--- src/rtl/fsmd_pkg.sv ---
package fsmd_pkg;
  localparam int WORD_W  = 16;
  localparam int ADDR_W  = 16;
  localparam int REG_CNT = 16;
  localparam int OPC_W   = 4;
  localparam int FIELD_W = 8;

  localparam logic [OPC_W-1:0] OPC_LOAD  = 4'h0;
  localparam logic [OPC_W-1:0] OPC_STORE = 4'h1;
  localparam logic [OPC_W-1:0] OPC_STIND = 4'h2;
  localparam logic [OPC_W-1:0] OPC_MOVI  = 4'h3;
  localparam logic [OPC_W-1:0] OPC_ADD   = 4'h4;
  localparam logic [OPC_W-1:0] OPC_SUB   = 4'h5;
  localparam logic [OPC_W-1:0] OPC_JZ    = 4'h6;

  typedef enum logic [1:0] {WSRC_ALU = 2'b00, WSRC_MEM = 2'b01, WSRC_IMM = 2'b10} wsrc_e;
  typedef enum logic [1:0] {ASRC_PC = 2'b00, ASRC_DIR = 2'b01, ASRC_REG = 2'b10} asrc_e;
  typedef enum logic [1:0] {ALU_ADD = 2'b00, ALU_SUB = 2'b01, ALU_PASS = 2'b10} aluop_e;

  typedef struct packed {
    logic   pcClr;
    logic   pcInc;
    logic   jzCheck;
    logic   irLd;
    logic   rfWe;
    wsrc_e  rfSrc;
    asrc_e  addrSrc;
    logic   memRe;
    logic   memWe;
    aluop_e aluOp;
  } strobe_t;

  typedef enum logic [3:0] {
    ST_RESET, ST_FETCH, ST_FWAIT, ST_DECODE, ST_LOAD, ST_LWAIT,
    ST_STORE, ST_STIND, ST_MOVI, ST_ADD, ST_SUB, ST_JZ
  } state_e;
endpackage

--- src/rtl/fsmd_ctrl.sv ---
module fsmd_ctrl
  import fsmd_pkg::*;
#(
  parameter int OW = OPC_W
) (
  input  logic          clk,
  input  logic          rst,
  input  logic [OW-1:0] opcode,
  output strobe_t       ctl
);
  state_e state, nxtState;

  always_ff @(posedge clk) begin
    if (rst) state <= ST_RESET;
    else     state <= nxtState;
  end

  always_comb begin
    ctl      = '0;
    nxtState = ST_FETCH;
    unique case (state)
      ST_RESET: ctl.pcClr = 1'b1;
      ST_FETCH: begin
        ctl.memRe   = 1'b1;
        ctl.addrSrc = ASRC_PC;
        nxtState    = ST_FWAIT;
      end
      ST_FWAIT: begin
        ctl.irLd  = 1'b1;
        ctl.pcInc = 1'b1;
        nxtState  = ST_DECODE;
      end
      ST_DECODE: begin
        case (opcode)
          OPC_LOAD:  nxtState = ST_LOAD;
          OPC_STORE: nxtState = ST_STORE;
          OPC_STIND: nxtState = ST_STIND;
          OPC_MOVI:  nxtState = ST_MOVI;
          OPC_ADD:   nxtState = ST_ADD;
          OPC_SUB:   nxtState = ST_SUB;
          OPC_JZ:    nxtState = ST_JZ;
          default:   nxtState = ST_FETCH;
        endcase
      end
      ST_LOAD: begin
        ctl.memRe   = 1'b1;
        ctl.addrSrc = ASRC_DIR;
        nxtState    = ST_LWAIT;
      end
      ST_LWAIT: begin
        ctl.rfWe  = 1'b1;
        ctl.rfSrc = WSRC_MEM;
      end
      ST_STORE: begin
        ctl.memWe   = 1'b1;
        ctl.addrSrc = ASRC_DIR;
      end
      ST_STIND: begin
        ctl.memWe   = 1'b1;
        ctl.addrSrc = ASRC_REG;
      end
      ST_MOVI: begin
        ctl.rfWe  = 1'b1;
        ctl.rfSrc = WSRC_IMM;
      end
      ST_ADD: begin
        ctl.rfWe  = 1'b1;
        ctl.rfSrc = WSRC_ALU;
        ctl.aluOp = ALU_ADD;
      end
      ST_SUB: begin
        ctl.rfWe  = 1'b1;
        ctl.rfSrc = WSRC_ALU;
        ctl.aluOp = ALU_SUB;
      end
      ST_JZ: begin
        ctl.aluOp   = ALU_PASS;
        ctl.jzCheck = 1'b1;
      end
      default: nxtState = ST_FETCH;
    endcase
  end
endmodule

--- src/rtl/fsmd_datapath.sv ---
module fsmd_datapath
  import fsmd_pkg::*;
#(
  parameter int DW   = WORD_W,
  parameter int AW   = ADDR_W,
  parameter int NREG = REG_CNT,
  parameter int OW   = OPC_W,
  parameter int FW   = FIELD_W
) (
  input  logic          clk,
  input  strobe_t       ctl,
  input  logic [DW-1:0] memRdData,
  output logic [OW-1:0] opcode,
  output logic [AW-1:0] memAddr,
  output logic [DW-1:0] memWrData,
  output logic [AW-1:0] pcOut
);
  localparam int RAW    = $clog2(NREG);
  localparam int RN_LSB = DW - OW - RAW;
  localparam int RM_LSB = RN_LSB - RAW;

  logic [AW-1:0]  pc;
  logic [DW-1:0]  ir;
  logic [DW-1:0]  regs [NREG];
  logic [RAW-1:0] rnIdx, rmIdx;
  logic [FW-1:0]  field;
  logic [DW-1:0]  rd1, rd2, aluRes, rfWrData;
  logic [AW-1:0]  branchTgt;
  logic           aluZero, takeBranch;

  assign opcode = ir[DW-1 -: OW];
  assign rnIdx  = ir[RN_LSB +: RAW];
  assign rmIdx  = ir[RM_LSB +: RAW];
  assign field  = ir[FW-1:0];
  assign rd1    = regs[rnIdx];
  assign rd2    = regs[rmIdx];

  always_comb begin
    case (ctl.aluOp)
      ALU_ADD: aluRes = rd1 + rd2;
      ALU_SUB: aluRes = rd1 - rd2;
      default: aluRes = rd1;
    endcase
  end
  assign aluZero    = (aluRes == '0);
  assign takeBranch = ctl.jzCheck & aluZero;
  assign branchTgt  = pc + {{(AW-FW){field[FW-1]}}, field};

  always_comb begin
    case (ctl.rfSrc)
      WSRC_MEM: rfWrData = memRdData;
      WSRC_IMM: rfWrData = {{(DW-FW){1'b0}}, field};
      default:  rfWrData = aluRes;
    endcase
  end

  always_comb begin
    case (ctl.addrSrc)
      ASRC_DIR: memAddr = {{(AW-FW){1'b0}}, field};
      ASRC_REG: memAddr = rd1[AW-1:0];
      default:  memAddr = pc;
    endcase
  end
  assign memWrData = (ctl.addrSrc == ASRC_REG) ? rd2 : rd1;
  assign pcOut     = pc;

  always_ff @(posedge clk) begin
    if (ctl.pcClr)      pc <= '0;
    else if (takeBranch) pc <= branchTgt;
    else if (ctl.pcInc)  pc <= pc + 1'b1;
    if (ctl.irLd) ir <= memRdData;
    if (ctl.rfWe) regs[rnIdx] <= rfWrData;
  end
endmodule

--- src/rtl/fsmd_core.sv ---
module fsmd_core
  import fsmd_pkg::*;
(
  input  logic              clk,
  input  logic              rst,
  output logic [ADDR_W-1:0] memAddr,
  output logic              memRdEn,
  output logic              memWrEn,
  output logic [WORD_W-1:0] memWrData,
  input  logic [WORD_W-1:0] memRdData
);
  strobe_t            ctl;
  logic [OPC_W-1:0]   opcode;
  logic [ADDR_W-1:0]  pcNow;

  fsmd_ctrl ctrl_i (
    .clk    (clk),
    .rst    (rst),
    .opcode (opcode),
    .ctl    (ctl)
  );

  fsmd_datapath dp_i (
    .clk       (clk),
    .ctl       (ctl),
    .memRdData (memRdData),
    .opcode    (opcode),
    .memAddr   (memAddr),
    .memWrData (memWrData),
    .pcOut     (pcNow)
  );

  assign memRdEn = ctl.memRe;
  assign memWrEn = ctl.memWe;
endmodule

--- config.mk ---
export PLATFORM = sky130hd
export DESIGN_NAME = fsmd_core
export DESIGN_NICKNAME = d
export VERILOG_FILES = /design/src/rtl/fsmd_pkg.sv /design/src/rtl/fsmd_ctrl.sv /design/src/rtl/fsmd_datapath.sv /design/src/rtl/fsmd_core.sv
export SDC_FILE = /design/constraint.sdc
export NUM_CORES = 1
export LEC_CHECK = 0
export BUFFER_PORTS_ARGS = -buffer_cell sky130_fd_sc_hd__buf_2
export CORE_UTILIZATION = 57
export DETAILED_ROUTE_END_ITERATION = 12
export GPL_ROUTABILITY_DRIVEN = 0
export PLACE_DENSITY = 0.76
export RECOVER_POWER = 50
export SYNTH_ARGS = -nofsm -noshare
export SYNTH_HDL_FRONTEND = slang
export SYNTH_SLANG_ARGS = --single-unit
--- constraint.sdc ---
create_clock -name clk -period 6.6 [get_ports clk]
set_input_delay 0.99 -clock clk [delete_from_list [all_inputs] [get_ports clk]]
set_output_delay 0.99 -clock clk [all_outputs]
set_load 0.05 [all_outputs]
==> impl_metrics.json <==
{
  "syn_area_mm2": 0.0162,
  "syn_inst": 1074,
  "fmax_mhz": 144,
  "seqPwrFrac": 0.393,
  "p_sw_frac": 0.314,
  "grt_pass1_vias": 11600,
  "io_buffers": 51,
  "antenna_left": 0,
  "cts_tree": "done",
  "grtUsageMet3": 0.0597,
  "clockRootBuffer": "clkbuf_16",
  "power.share.clock": 0.278,
  "synth_flop_cell": "edfxtp_1",
  "start_kind": "flop",
  "synth_area_leaders": "edfxtp_1, mux4_2, dfxtp_1, ha_1, mux2i_1",
  "synthToLayoutAreaGrowth_pct": 20.6,
  "critPathSlowestCell": "mux4_1",
  "busiest_layer": "met2",
  "period_share": 1.05,
  "criticalPathCategory": "reg -> reg",
  "fillCellCount": 1710,
  "drt_iter0_markers": 1329,
  "track_usage": 0.334,
  "leakage_uw": 0.00696,
  "max-vdd-ir-drop_v": 0.000228,
  "async_flop_share": 0,
  "hold_violations": 0,
  "rsz0062_at_grt": "yes",
  "path_max_fanout": 7,
  "worst_slack_ps": -324,
  "final_nets": 1350,
  "placed_cells": 1597,
  "p_total_uw": 6530,
  "overflow": 0,
  "ys_types": 76,
  "switching_power_uw": 2050,
  "worstReg2RegEnd": "dp_i.pcOut[15]",
  "clock_path_buffers": 3,
  "slew_headroom": -0.540,
  "setup_tns_ps": -1110,
  "drt-total-wl_um": 48100,
  "clkSlewWorstSetupHoldPaths_ps": 70,
  "core-area_mm2": 0.0279,
  "io_pins": 52,
  "grt_pass1_wl_um": 69800,
  "die_w_um": 171,
  "synth_seq_cells": 300,
  "pwr-share-comb": 0.329,
  "die-area_mm2": 0.0291,
  "clock_skew_ps": 12.4,
  "cts_made_buffers": 31,
  "grt.met2_usage": 0.543,
  "hold_class": "reg -> reg",
  "diodes": 0,
  "finalMaxSlewViolations": 247,
  "dr.pass1.iters": 5,
  "syn_area_per_cell_um2": 15.1,
  "reg2regPathDepth": 32,
  "cts_num_sinks": 300,
  "syn-num-nets": 1129,
  "vias": 11400,
  "via_per_inst": 6.74,
  "tightest_slew_ps": 2290,
  "drv_cap": 15,
  "wire_per_inst_um": 28.3,
  "whs_endpoint": "dp_i.pcOut[10]",
  "hold_depth": 2,
  "grt_max_degree": 38,
  "netlist.area_leader.share": 0.504,
  "met1_usage": 0.431,
  "min_from": "dp_i.pcOut[10]",
  "start_util": 0.582,
  "p_per_area_mw_per_mm2": 334,
  "clk_latency_ps": 570,
  "cts_hold_buf": 0,
  "setup_viol": 7,
  "fp-row-count": 61,
  "die_y_um": 171,
  "cp.required_ps": 7060,
  "endpoint_kind": "flop",
  "htree_num_levels": 1,
  "synth_enable_flop_cells": 272,
  "hpwl_um": 30200,
  "drc": 0,
  "post-place-ws_ps": -535,
  "r2r_setup_slack_ps": -320,
  "violations": "capacitance limit, slew limit, setup timing",
  "antenna_found_initial": 0,
  "synth_sequential_area_ratio": 0.539,
  "cp_data_arrival_time_ps": 7390,
  "fin_cells": 1696,
  "intPower_uw": 4480,
  "layout-drive-gt1-share": 0.385,
  "yosys.area.top_type": "edfxtp_1",
  "status": "finished with violations",
  "yosys_warnings": 0,
  "period_minus_slack_ps": 6920,
  "max_stage_delay_ps": 580
}
-- Yosys cell counts, types with 6 or more instances --
master / instances
buf_1: 9
mux2_2: 22
dfxtp_1: 28
xnor2_1: 15
mux2i_1: 36
nand2b_1: 8
inv_1: 15
clkbuf_1: 26
and2_1: 14
a22o_1: 19
ha_1: 35
nor2_1: 61
mux4_1: 12
mux4_2: 127
a22oi_1: 18
nand2_1: 81
o21ai_0: 40
nand3_1: 13
nor3_1: 19
nor2b_1: 17
xor2_1: 23
edfxtp_1: 272
or2_2: 6
a221oi_1: 12
a21oi_1: 26
a21o_1: 10
buf_2: 14
-- how the worst max path moves through the flow --
stage	start	end	slack, ps	cells after the start
2_1_floorplan	flop	dp_i.pcOut[15]	10	32
3_3_place_gp	flop	dp_i.pcOut[14]	-380	34
3_5_place_dp	flop	dp_i.pcOut[14]	-540	34
4_1_cts	flop	dp_i.pcOut[15]	-130	31
5_1_grt	flop	dp_i.pcOut[15]	-540	32
6_report	flop	dp_i.pcOut[15]	-320	32
-- worst max-delay path, delay by kind of cell, from the launching register on --
kind / cells / cell delay, ps
adders and majority gates: 2 / 390
and+or+nand+nor: 10 / 1890
muxes: 2 / 680
xor gates and xnor gates: 2 / 350
AOI/OAI and AO/OA: 12 / 2360
buffers and inverters: 4 / 700
DFF: 1 / 440
-- layout make-up --
type	instances	area (um^2)	share of cell area
well taps	378	473	0.0242
flip-flops and latches	300	8740	0.447
inverters	16	60.1	0.00307
repair buffers	250	1820	0.0930
multi-input cells	696	7410	0.379
clock inverters	22	256	0.0131
clock buffers	34	787	0.0403
-- power by group through the flow --
stage	Combinational, uW	Clock [uW]	Sequential, uW
5_1_grt	2270	1890	2570
4_1_cts	2070	1820	2570
6_report	2150	1820	2570
3_3_place_gp	1790	0	2600
2_1_floorplan	1110	0	2580
3_5_place_dp	1840	0	2610
-- registers in the layout (all words and copies together) (netlist names), named ones only --
signal        flops
dp_i.regs       256
ctrl_i.state      4
dp_i.ir          16
dp_i.pcOut       16
-- per-layer routing --
| layer | vias to the layer above | routed length [um] |
|---|---|---|
| met5 | - | 0 |
| met3 | 193 | 5260 |
| met4 | 0 | 2940 |
| li1 | 4791 | - |
| met2 | 809 | 22900 |
| met1 | 5640 | 16900 |
-- kinds of logic (layout without fill, tap and decap cells) --
logic type      Yosys count  count (layout)  synth area share
simple gates            250             250            0.0758
fa+ha+maj                38              38            0.0301
compound gates          173             173            0.0762
flops                   300             300             0.539
buf+inv                  78             322            0.0253
mux                     197             197             0.233
xor+xnor                 38              38            0.0205
-- timing repair --
| item | in CTS | in global routing |
|---|---|---|
| resized for setup | 46 | 46 |
| endpoints found under the setup margin | 9 | 16 |
| gates cloned | 1 | 1 |
| buffers inserted | 34 | 13 |
| pin swaps | 34 | 35 |
-- stage by stage --
stage          instance area [um^2]  utilization  hold WS, ps
4_1_cts                       19400        0.696          486
3_3_place_gp                  17900        0.642          465
5_1_grt                       19500        0.702          507
3_5_place_dp                  17900        0.642          477
6_report                      19500        0.702          487
2_1_floorplan                 16200            -          449
-- cell usage in the layout (no fill, tap or decap), types with 5 or more instances in the layout --
| cell | count |
|---|---|
| nand3_1 | 11 |
| dfxtp_1 | 24 |
| o21ai_1 | 5 |
| bufinv_16 | 5 |
| buf_2 | 33 |
| mux2_2 | 21 |
| nor2_2 | 11 |
| buf_6 | 5 |
| a21oi_1 | 23 |
| a21o_1 | 10 |
| a31oi_1 | 5 |
| nor2_1 | 49 |
| nor2b_1 | 15 |
| and2_1 | 11 |
| o21ai_2 | 8 |
| ha_1 | 29 |
| or2_2 | 5 |
| nand2_2 | 5 |
| nand2b_1 | 7 |
| clkinv_2 | 6 |
| nor3_1 | 18 |
| inv_1 | 14 |
| clkbuf_16 | 32 |
| a221oi_1 | 10 |
| a22o_1 | 19 |
| clkbuf_1 | 37 |
| a22oi_1 | 17 |
| buf_4 | 167 |
| nand2_1 | 75 |
| buf_12 | 8 |
| mux4_2 | 131 |
| mux2i_1 | 36 |
| mux4_1 | 8 |
| xor2_1 | 21 |
| o21ai_0 | 28 |
| edfxtp_1 | 272 |
| xnor2_1 | 13 |
Power figures use the tool's default switching activity.
